[src/rtl/scl_div_pkg.sv]
package scl_div_pkg;

    // Ticks per SCL period and position of the phase events inside it
    localparam int unsigned PHASES    = 22;
    localparam int unsigned HALF      = PHASES / 2;
    localparam int unsigned DRIVE_PH  = HALF / 2;
    localparam int unsigned SAMPLE_PH = HALF + HALF / 2;
    localparam int unsigned PH_W      = $clog2(PHASES);

    typedef logic [PH_W-1:0] phase_t;

    typedef struct packed {
        phase_t phase;
        logic   scl;
        logic   rise;
        logic   fall;
        logic   drive;
        logic   sample;
    } seq_state_t;

endpackage

[src/rtl/scl_prescale.sv]
module scl_prescale #(
    parameter int unsigned W = 2
) (
    input  logic         clk,
    input  logic         rst_n,
    input  logic         en_i,
    input  logic [W-1:0] lim_i,
    output logic         pulse_o
);

    logic [W-1:0] cnt_d, cnt_q;
    logic         at_lim;

    always_comb begin
        at_lim  = (cnt_q == lim_i);
        pulse_o = en_i && at_lim;
        cnt_d   = cnt_q;
        if (en_i) begin
            cnt_d = at_lim ? '0 : cnt_q + W'(1);
        end
    end

    always_ff @(posedge clk or negedge rst_n) begin
        if (!rst_n) cnt_q <= '0;
        else        cnt_q <= cnt_d;
    end

    // the counter never passes the programmed divisor minus one
    p_cnt_le_lim_r3: assert property (@(posedge clk) disable iff (!rst_n)
        cnt_q <= lim_i);

endmodule

[src/rtl/scl_phase_seq.sv]
module scl_phase_seq
    import scl_div_pkg::*;
(
    input  logic clk,
    input  logic rst_n,
    input  logic tick_i,
    input  logic hold_i,
    output logic wrap_o,
    output logic scl_o,
    output logic rise_o,
    output logic fall_o,
    output logic drive_o,
    output logic sample_o
);

    localparam phase_t LAST_PH = phase_t'(PHASES - 1);
    localparam phase_t HALF_PH = phase_t'(HALF);
    localparam phase_t DRV_PH  = phase_t'(DRIVE_PH);
    localparam phase_t SMP_PH  = phase_t'(SAMPLE_PH);

    seq_state_t s_d, s_q;
    logic       frozen;
    logic       adv;

    always_comb begin
        frozen = hold_i && (s_q.phase < HALF_PH);
        adv    = tick_i && !frozen;
        wrap_o = adv && (s_q.phase == LAST_PH);

        s_d        = s_q;
        s_d.rise   = 1'b0;
        s_d.fall   = 1'b0;
        s_d.drive  = 1'b0;
        s_d.sample = 1'b0;
        if (adv) begin
            s_d.phase  = wrap_o ? '0 : s_q.phase + phase_t'(1);
            s_d.scl    = (s_d.phase >= HALF_PH);
            s_d.fall   = (s_d.phase == '0);
            s_d.rise   = (s_d.phase == HALF_PH);
            s_d.drive  = (s_d.phase == DRV_PH);
            s_d.sample = (s_d.phase == SMP_PH);
        end
    end

    always_ff @(posedge clk or negedge rst_n) begin
        if (!rst_n) s_q <= '0;
        else        s_q <= s_d;
    end

    assign scl_o    = s_q.scl;
    assign rise_o   = s_q.rise;
    assign fall_o   = s_q.fall;
    assign drive_o  = s_q.drive;
    assign sample_o = s_q.sample;

    p_phase_range_r2: assert property (@(posedge clk) disable iff (!rst_n)
        s_q.phase <= LAST_PH);

    p_fall_low_r4: assert property (@(posedge clk) disable iff (!rst_n)
        s_q.fall |-> !s_q.scl);

    p_rise_high_r4: assert property (@(posedge clk) disable iff (!rst_n)
        s_q.rise |-> s_q.scl);

    p_hold_freeze_r7: assert property (@(posedge clk) disable iff (!rst_n)
        (hold_i && !s_q.scl) |=> ($stable(s_q.phase) && !s_q.scl));

    p_strobe_onehot_r9: assert property (@(posedge clk) disable iff (!rst_n)
        $onehot0({s_q.rise, s_q.fall, s_q.drive, s_q.sample}));

endmodule

[src/rtl/scl_rate_gen.sv]
module scl_rate_gen #(
    parameter int unsigned A_W = 2,
    parameter int unsigned B_W = 6
) (
    input  logic           clk,
    input  logic           rst_n,
    input  logic [A_W-1:0] div_a_i,
    input  logic [B_W-1:0] div_b_i,
    input  logic           hold_i,
    output logic           scl_o,
    output logic           scl_rise_o,
    output logic           scl_fall_o,
    output logic           drive_o,
    output logic           sample_o
);

    typedef struct packed {
        logic [A_W-1:0] a;
        logic [B_W-1:0] b;
    } div_t;

    // Slowest setting: every field bit set
    localparam div_t DIV_RST = '{a: '1, b: '1};

    div_t div_d, div_q;
    logic s1_pulse;
    logic tick;
    logic wrap;

    // Fields in use change only at a period boundary
    always_comb begin
        div_d = div_q;
        if (wrap) begin
            div_d.a = div_a_i;
            div_d.b = div_b_i;
        end
    end

    always_ff @(posedge clk or negedge rst_n) begin
        if (!rst_n) div_q <= DIV_RST;
        else        div_q <= div_d;
    end

    scl_prescale #(.W(A_W)) u_stage_a (
        .clk     (clk),
        .rst_n   (rst_n),
        .en_i    (1'b1),
        .lim_i   (div_q.a),
        .pulse_o (s1_pulse)
    );

    scl_prescale #(.W(B_W)) u_stage_b (
        .clk     (clk),
        .rst_n   (rst_n),
        .en_i    (s1_pulse),
        .lim_i   (div_q.b),
        .pulse_o (tick)
    );

    scl_phase_seq u_seq (
        .clk      (clk),
        .rst_n    (rst_n),
        .tick_i   (tick),
        .hold_i   (hold_i),
        .wrap_o   (wrap),
        .scl_o    (scl_o),
        .rise_o   (scl_rise_o),
        .fall_o   (scl_fall_o),
        .drive_o  (drive_o),
        .sample_o (sample_o)
    );

    p_div_boundary_r6: assert property (@(posedge clk) disable iff (!rst_n)
        !wrap |=> $stable(div_q));

    p_fall_at_wrap_r6: assert property (@(posedge clk) disable iff (!rst_n)
        wrap |=> scl_fall_o);

endmodule

[config.mk]
export PLATFORM = sky130hd
export DESIGN_NAME = scl_rate_gen
export DESIGN_NICKNAME = d
export VERILOG_FILES = /design/src/rtl/scl_div_pkg.sv /design/src/rtl/scl_prescale.sv /design/src/rtl/scl_phase_seq.sv /design/src/rtl/scl_rate_gen.sv
export SDC_FILE = /design/constraint.sdc
export NUM_CORES = 1
export LEC_CHECK = 0
export ABC_AREA = 1
export CORE_UTILIZATION = 50
export DETAILED_ROUTE_END_ITERATION = 7
export MAX_ROUTING_LAYER = met4
export PLACE_DENSITY = 0.75
export RECOVER_POWER = 25
export SLEW_MARGIN = 20
export SYNTH_ARGS = -nofsm -noshare
export SYNTH_HDL_FRONTEND = slang
export SYNTH_HIERARCHICAL = 1
export SYNTH_SLANG_ARGS = --single-unit
[constraint.sdc]
create_clock -name clk -period 1.8 [get_ports clk]
set_clock_uncertainty 0.05 [all_clocks]
set_input_delay 0.54 -clock clk [delete_from_list [all_inputs] [get_ports clk]]
set_output_delay 0.54 -clock clk [all_outputs]
set_load 0.005 [all_outputs]
---- Word-level counts from Yosys, hierarchy flattened ----
Cells that the tools add are included.
storage, ports and cells
  output and inout port bits .............. 5
  flip-flop bits (word level) ............. 26
  logic and storage cells ................. 31
operators by class
  muxes and demuxes ....................... 4
  add/sub/neg operators ................... 3
  reduce and logical (&&, ||, !) cells .... 6
  equal/unequal tests ..................... 6
  $lt $le $gt $ge ......................... 2
operator list
  operator               count
  $eq A5 B5 Y1 const B   2
  $add A6 B1 Y6 const B  1
  $eq A6 B6 Y1           1
  $mux W6                1
  $add A5 B1 Y5 const B  1
  $eq A5 B3 Y1 const B   1
  $eq A5 B4 Y1 const B   1
  $ge A5 B4 Y1 const B   1
  $logic_not A5 Y1       1
  $lt A5 B4 Y1 const B   1
  $mux W5                1
  $logic_and A1 B1 Y1    4
  $mux W4                1
  $add A2 B1 Y2 const B  1
  $eq A2 B2 Y1           1
  $mux W2                1
  $logic_not A1 Y1       1

---- Logic depth before layout (Yosys ltp) ----
  depth after elaboration ................. 8
  gate-level depth with buffers ........... 13
  mapped depth without buffers ............ 13

---- By module ----
Netlist, hierarchy kept.
modules (own cells, without submodules)
  module                    cells each  times used  area an instance (µm²)
  scl_phase_seq             77          1           634.4
  scl_prescale (u_stage_b)  69          1           427.9
  scl_rate_gen              35          1           319.1
  scl_prescale (u_stage_a)  16          1           117.6

---- Worst setup path after synthesis ----
OpenSTA, ideal clock, no wires.
  path kind ............................... flip-flop to flip-flop
  start ................................... register div_q[7] (netlist bit)
  end ..................................... register u_seq.s_q (netlist bit u_seq/scl_o)
  cell stages (with the launch flop) ...... 14
  clock period less this slack ............ 1795 ps
  slack ................................... 5 ps
  data arrival time ....................... 1628 ps
  cell sequence ........................... dfstp_2 inv_1 nand2_1 nand3_1 nor2_2 inv_1 nor2_4 nand3_4 nand2_1 nand2_1 nand2_1 nor2_1 nor2_1 nor2_1
on the way
  cells in the longest elaborated chain, start to end .. 6
ends and longest elaborated chain
  what                    RTL line             RTL
  start, declared         scl_rate_gen.sv:25   div_t div_d, div_q;
  start signal, assigned  scl_rate_gen.sv:41   else div_q <= div_d;
  $eq A2 B2 Y1 *          scl_prescale.sv:15   at_lim = (cnt_q == lim_i);
  named net s1_pulse      scl_rate_gen.sv:26   logic s1_pulse;
  $logic_and A1 B1 Y1 *   scl_prescale.sv:16   pulse_o = en_i && at_lim;
  named net tick          scl_rate_gen.sv:27   logic tick;
  $logic_and A1 B1 Y1 *   scl_phase_seq.sv:27  adv = tick_i && !frozen;
  $logic_and A1 B1 Y1     scl_phase_seq.sv:28  wrap_o = adv && (s_q.phase == LAST_PH);
  $mux W5                 scl_phase_seq.sv:36  s_d.phase = wrap_o ? '0 : s_q.phase + phase_t'(1);
  $ge A5 B4 Y1            scl_phase_seq.sv:37  s_d.scl = (s_d.phase >= HALF_PH);
  end signal, assigned    scl_phase_seq.sv:46  if (!rst_n) s_q <= '0;
  end signal, assigned    scl_phase_seq.sv:47  else s_q <= s_d;
  end, declared           scl_phase_seq.sv:21  seq_state_t s_d, s_q;
Mark *: on every way through the listed nets, which the timed path passes. The rest lies on a longest branch.
A chain may end at the register's enable or synchronous reset.

---- Worst setup path in the final report ----
  start ................................... register div_q[4] (netlist bit)
  end ..................................... register u_seq/s_q[7] (netlist bit)
on the way
  cells in the longest elaborated chain, start to end .. 5
ends and longest elaborated chain
  what                   RTL line
  $eq A6 B6 Y1 *         scl_prescale.sv:15
  $logic_and A1 B1 Y1 *  scl_prescale.sv:16
  named net tick         scl_rate_gen.sv:27
  $logic_and A1 B1 Y1 *  scl_phase_seq.sv:27
  $logic_and A1 B1 Y1    scl_phase_seq.sv:28
  $mux W5                scl_phase_seq.sv:36
Marks and branches as above.

==> results.ini <==
[worst_setup_path]
start_kind = flop
cp_top_family = simple AND/OR/NAND/NOR gates
path_max_fanout = 6
max_stage_delay_ns = 0.56
cp.depth = 12
path_common_cell = nand2_1
worstPathRequired_ns = 1.98
critPathCaptureType = flop
r2r_end = u_seq/s_q[7]
startpoint = div_q[4]
ff2ff_path_depth = 12
crit_buf_inv = 4
critPathArrivalTime_ns = 2.04
crit_chain = inv_1 > nand2_1 > nand2_1 > nor2_2 > nand3_2 > nor2_4 > nand3_4 > buf_6 > buf_4 > buf_6 > nand3_4 > nand2_1
crit_slowest_cell = dfstp_2
path_class = flop to flop
rrSetupSlack_ns = -0.05
rr_startpoint = div_q[4]

[logic_synthesis]
yosys-top-cells-area = dfrtp_1, nand2_1, dfstp_2
synth_area_leader_cell = dfrtp_1
synth-seq-cells = 26
synth_cell_type_count = 24
ys_seq_area_frac = 0.4407
syn_area_per_cell_um2 = 7.609
netlist_area_um2 = 1499
yosys_warnings = 6
synth_cells = 197
yosysTopAreaCellShare = 0.3005

[clock_network]
cts_max_path_buffers = 2
cts_root_buf = clkbuf_4
tritoncts = done
cts_max_level = 1
cts-buffers-inserted = 3
clk-insertion-delay-late_ns = 0.32
cts_sinks = 26
clk_pin_slew_ns = 0.15

[route]
dr.pass1.iters = 6
routed_via_density = 4.810
ant_nets = 0
wl_per_cell_um = 11.51
detail_route.iter0.violations = 58
wirelength_um = 3026
vias = 1265
drcViolationCount = 4

[global_route]
grt_first_pass_wirelength_um = 5147
antenna_found_initial = 0
grt_max_degree = 27
grt_pass1_vias = 1311
grtUsageTotal = 0.2067
overflow = 0

[status]
violations = design-rule violations, negative setup slack
status = finished with violations

[die]
die_width_um = 56.75
die_y_um = 56.75
die_area_um2 = 3221
fp.coreArea_um2 = 2805
pin_count = 16
initial_core_util = 0.5343
num_rows = 19

[power_and_ir_drop]
p_leak_nw = 0.9757
worst_ir_drop_vdd_mv = 0.5075
power.density_nw_per_um2 = 845.3

[layout]
num-fill-cells = 237
area_delta_synth_final_pct = 27.55
final_cells = 263
drive_gt1_frac = 0.2716
nets = 249
final_cell_area_um2 = 1912
final_cell_mix = nand2_1, inv_1, dfrtp_1
antenna_cells = 0
final_common_cell = nand2_1
utilization = 0.6815

[placement]
gp_congestion = 0.8243
dp.cells = 250
port_buffers = 15
placed_cell_area_um2 = 1738
pre_cts_ws_ns = -0.1463
dp_hpwl_um = 2146

[timing]
fin_ws_ns = -0.05396
fmax_ghz = 0.5394
fin_crit_ns = 1.854
drv_slew = 0
post-route-period-util = 1.030
worstMarginPinSlew_ns = 0.6530
setup_violations = 5
hold_violations = 0
rsz0062_at_grt = yes
holdWs_ns = 0.4317
slew_headroom = 0.5646

[flow_run]
drv_cap = 0

[min_path]
whs_path_depth = 2
hold_class = flop to flop
holdPathEnd = div_q[6]
worstHoldStart = div_q[6]

-- per-layer routing --
layer,vias up,part of all wire,track usage
li1,661,-,-
met1,577,0.42,0.2433
met3,4,0.030,0.02304
met5,-,0,-
met4,0,0.014,0.06272
met2,23,0.53,0.3707
-- stage by stage --
step / setup TNS [ns] / power [mW]
after floorplan: 0 / 1.085
after global placement: -0.6228 / 1.183
after detailed placement: -1.072 / 1.211
after CTS: -0.1513 / 1.614
after global routing: -1.816 / 1.740
final: -0.2315 / 1.616
-- cell type report --
class                      count  area, um2  area share
timing repair buffer          31      291.5      0.1525
tap                           31      38.79     0.02029
clock buffer                   3      22.52     0.01178
clock inverter                 1      30.03     0.01571
inverter                      30      120.1     0.06283
multi-input combinational    141      748.2      0.3914
sequential                    26      660.6      0.3456
-- power breakdown --
part | switching (mW) | leakage [nW] | internal (mW)
registers | 0.102 | 0.309 | 0.676
logic | 0.253 | 0.638 | 0.189
clock network | 0.171 | 0.0279 | 0.225
-- cell families (layout without fill, tap and decap cells) --
| group | after synthesis | in the layout | share of synthesized area |
|---|---|---|---|
| xor+xnor | 6 | 6 | 0.04007 |
| buf+inv | 32 | 65 | 0.09182 |
| simple gates | 120 | 120 | 0.3598 |
| fa+ha+maj | 5 | 5 | 0.04174 |
| compound gates | 7 | 7 | 0.02337 |
| flops | 26 | 26 | 0.4407 |
| other cells | 1 | 3 | 0.002502 |
-- how the worst max path moves through the flow --
stage              endpoint  slack, ns
2_1_floorplan   u_seq/scl_o      0.005
3_3_place_gp    u_seq/scl_o      -0.09
3_5_place_dp    u_seq/scl_o      -0.15
4_1_cts         u_seq/scl_o      -0.05
5_1_grt         u_seq/scl_o      -0.19
6_report       u_seq/s_q[7]      -0.05
-- what timing repair did --
action	CTS	global route
hold buffers	0	0
buffers inserted	7	2
resized for setup	6	18
pin swaps	4	8
endpoints found under the setup margin	10	21
-- registers in the layout (all words and copies together), names as in the netlist --
signal,count
u_stage_a/cnt_q,2
u_stage_b/cnt_q,6
u_seq/rise_o,1
u_seq/s_q,5
u_seq/drive_o,1
div_q,8
u_seq/sample_o,1
u_seq/scl_o,1
u_seq/fall_o,1
-- cell usage after synthesis --
cell      n
buf_6     2
conb_1    1
dfrtp_1  18
dfstp_2   8
ha_1      5
inv_1    23
inv_2     6
inv_4     1
nand2_1  78
nand2_2   5
nand3_1   7
nand3_2   1
nand3_4   1
nand4_1   3
nor2_1   15
nor2_2    4
nor2_4    2
nor3_1    2
nor3_2    2
o21ai_0   6
o21ai_1   1
xnor2_1   1
xor2_1    4
xor2_2    1
-- worst register-to-register path, delay by kind of cell, from the launching register on --
family | cells | cell delay, ns
buf+inv | 4 | 0.44
simple gates | 8 | 0.71
flops | 1 | 0.56
Power figures use the tool's default switching activity.
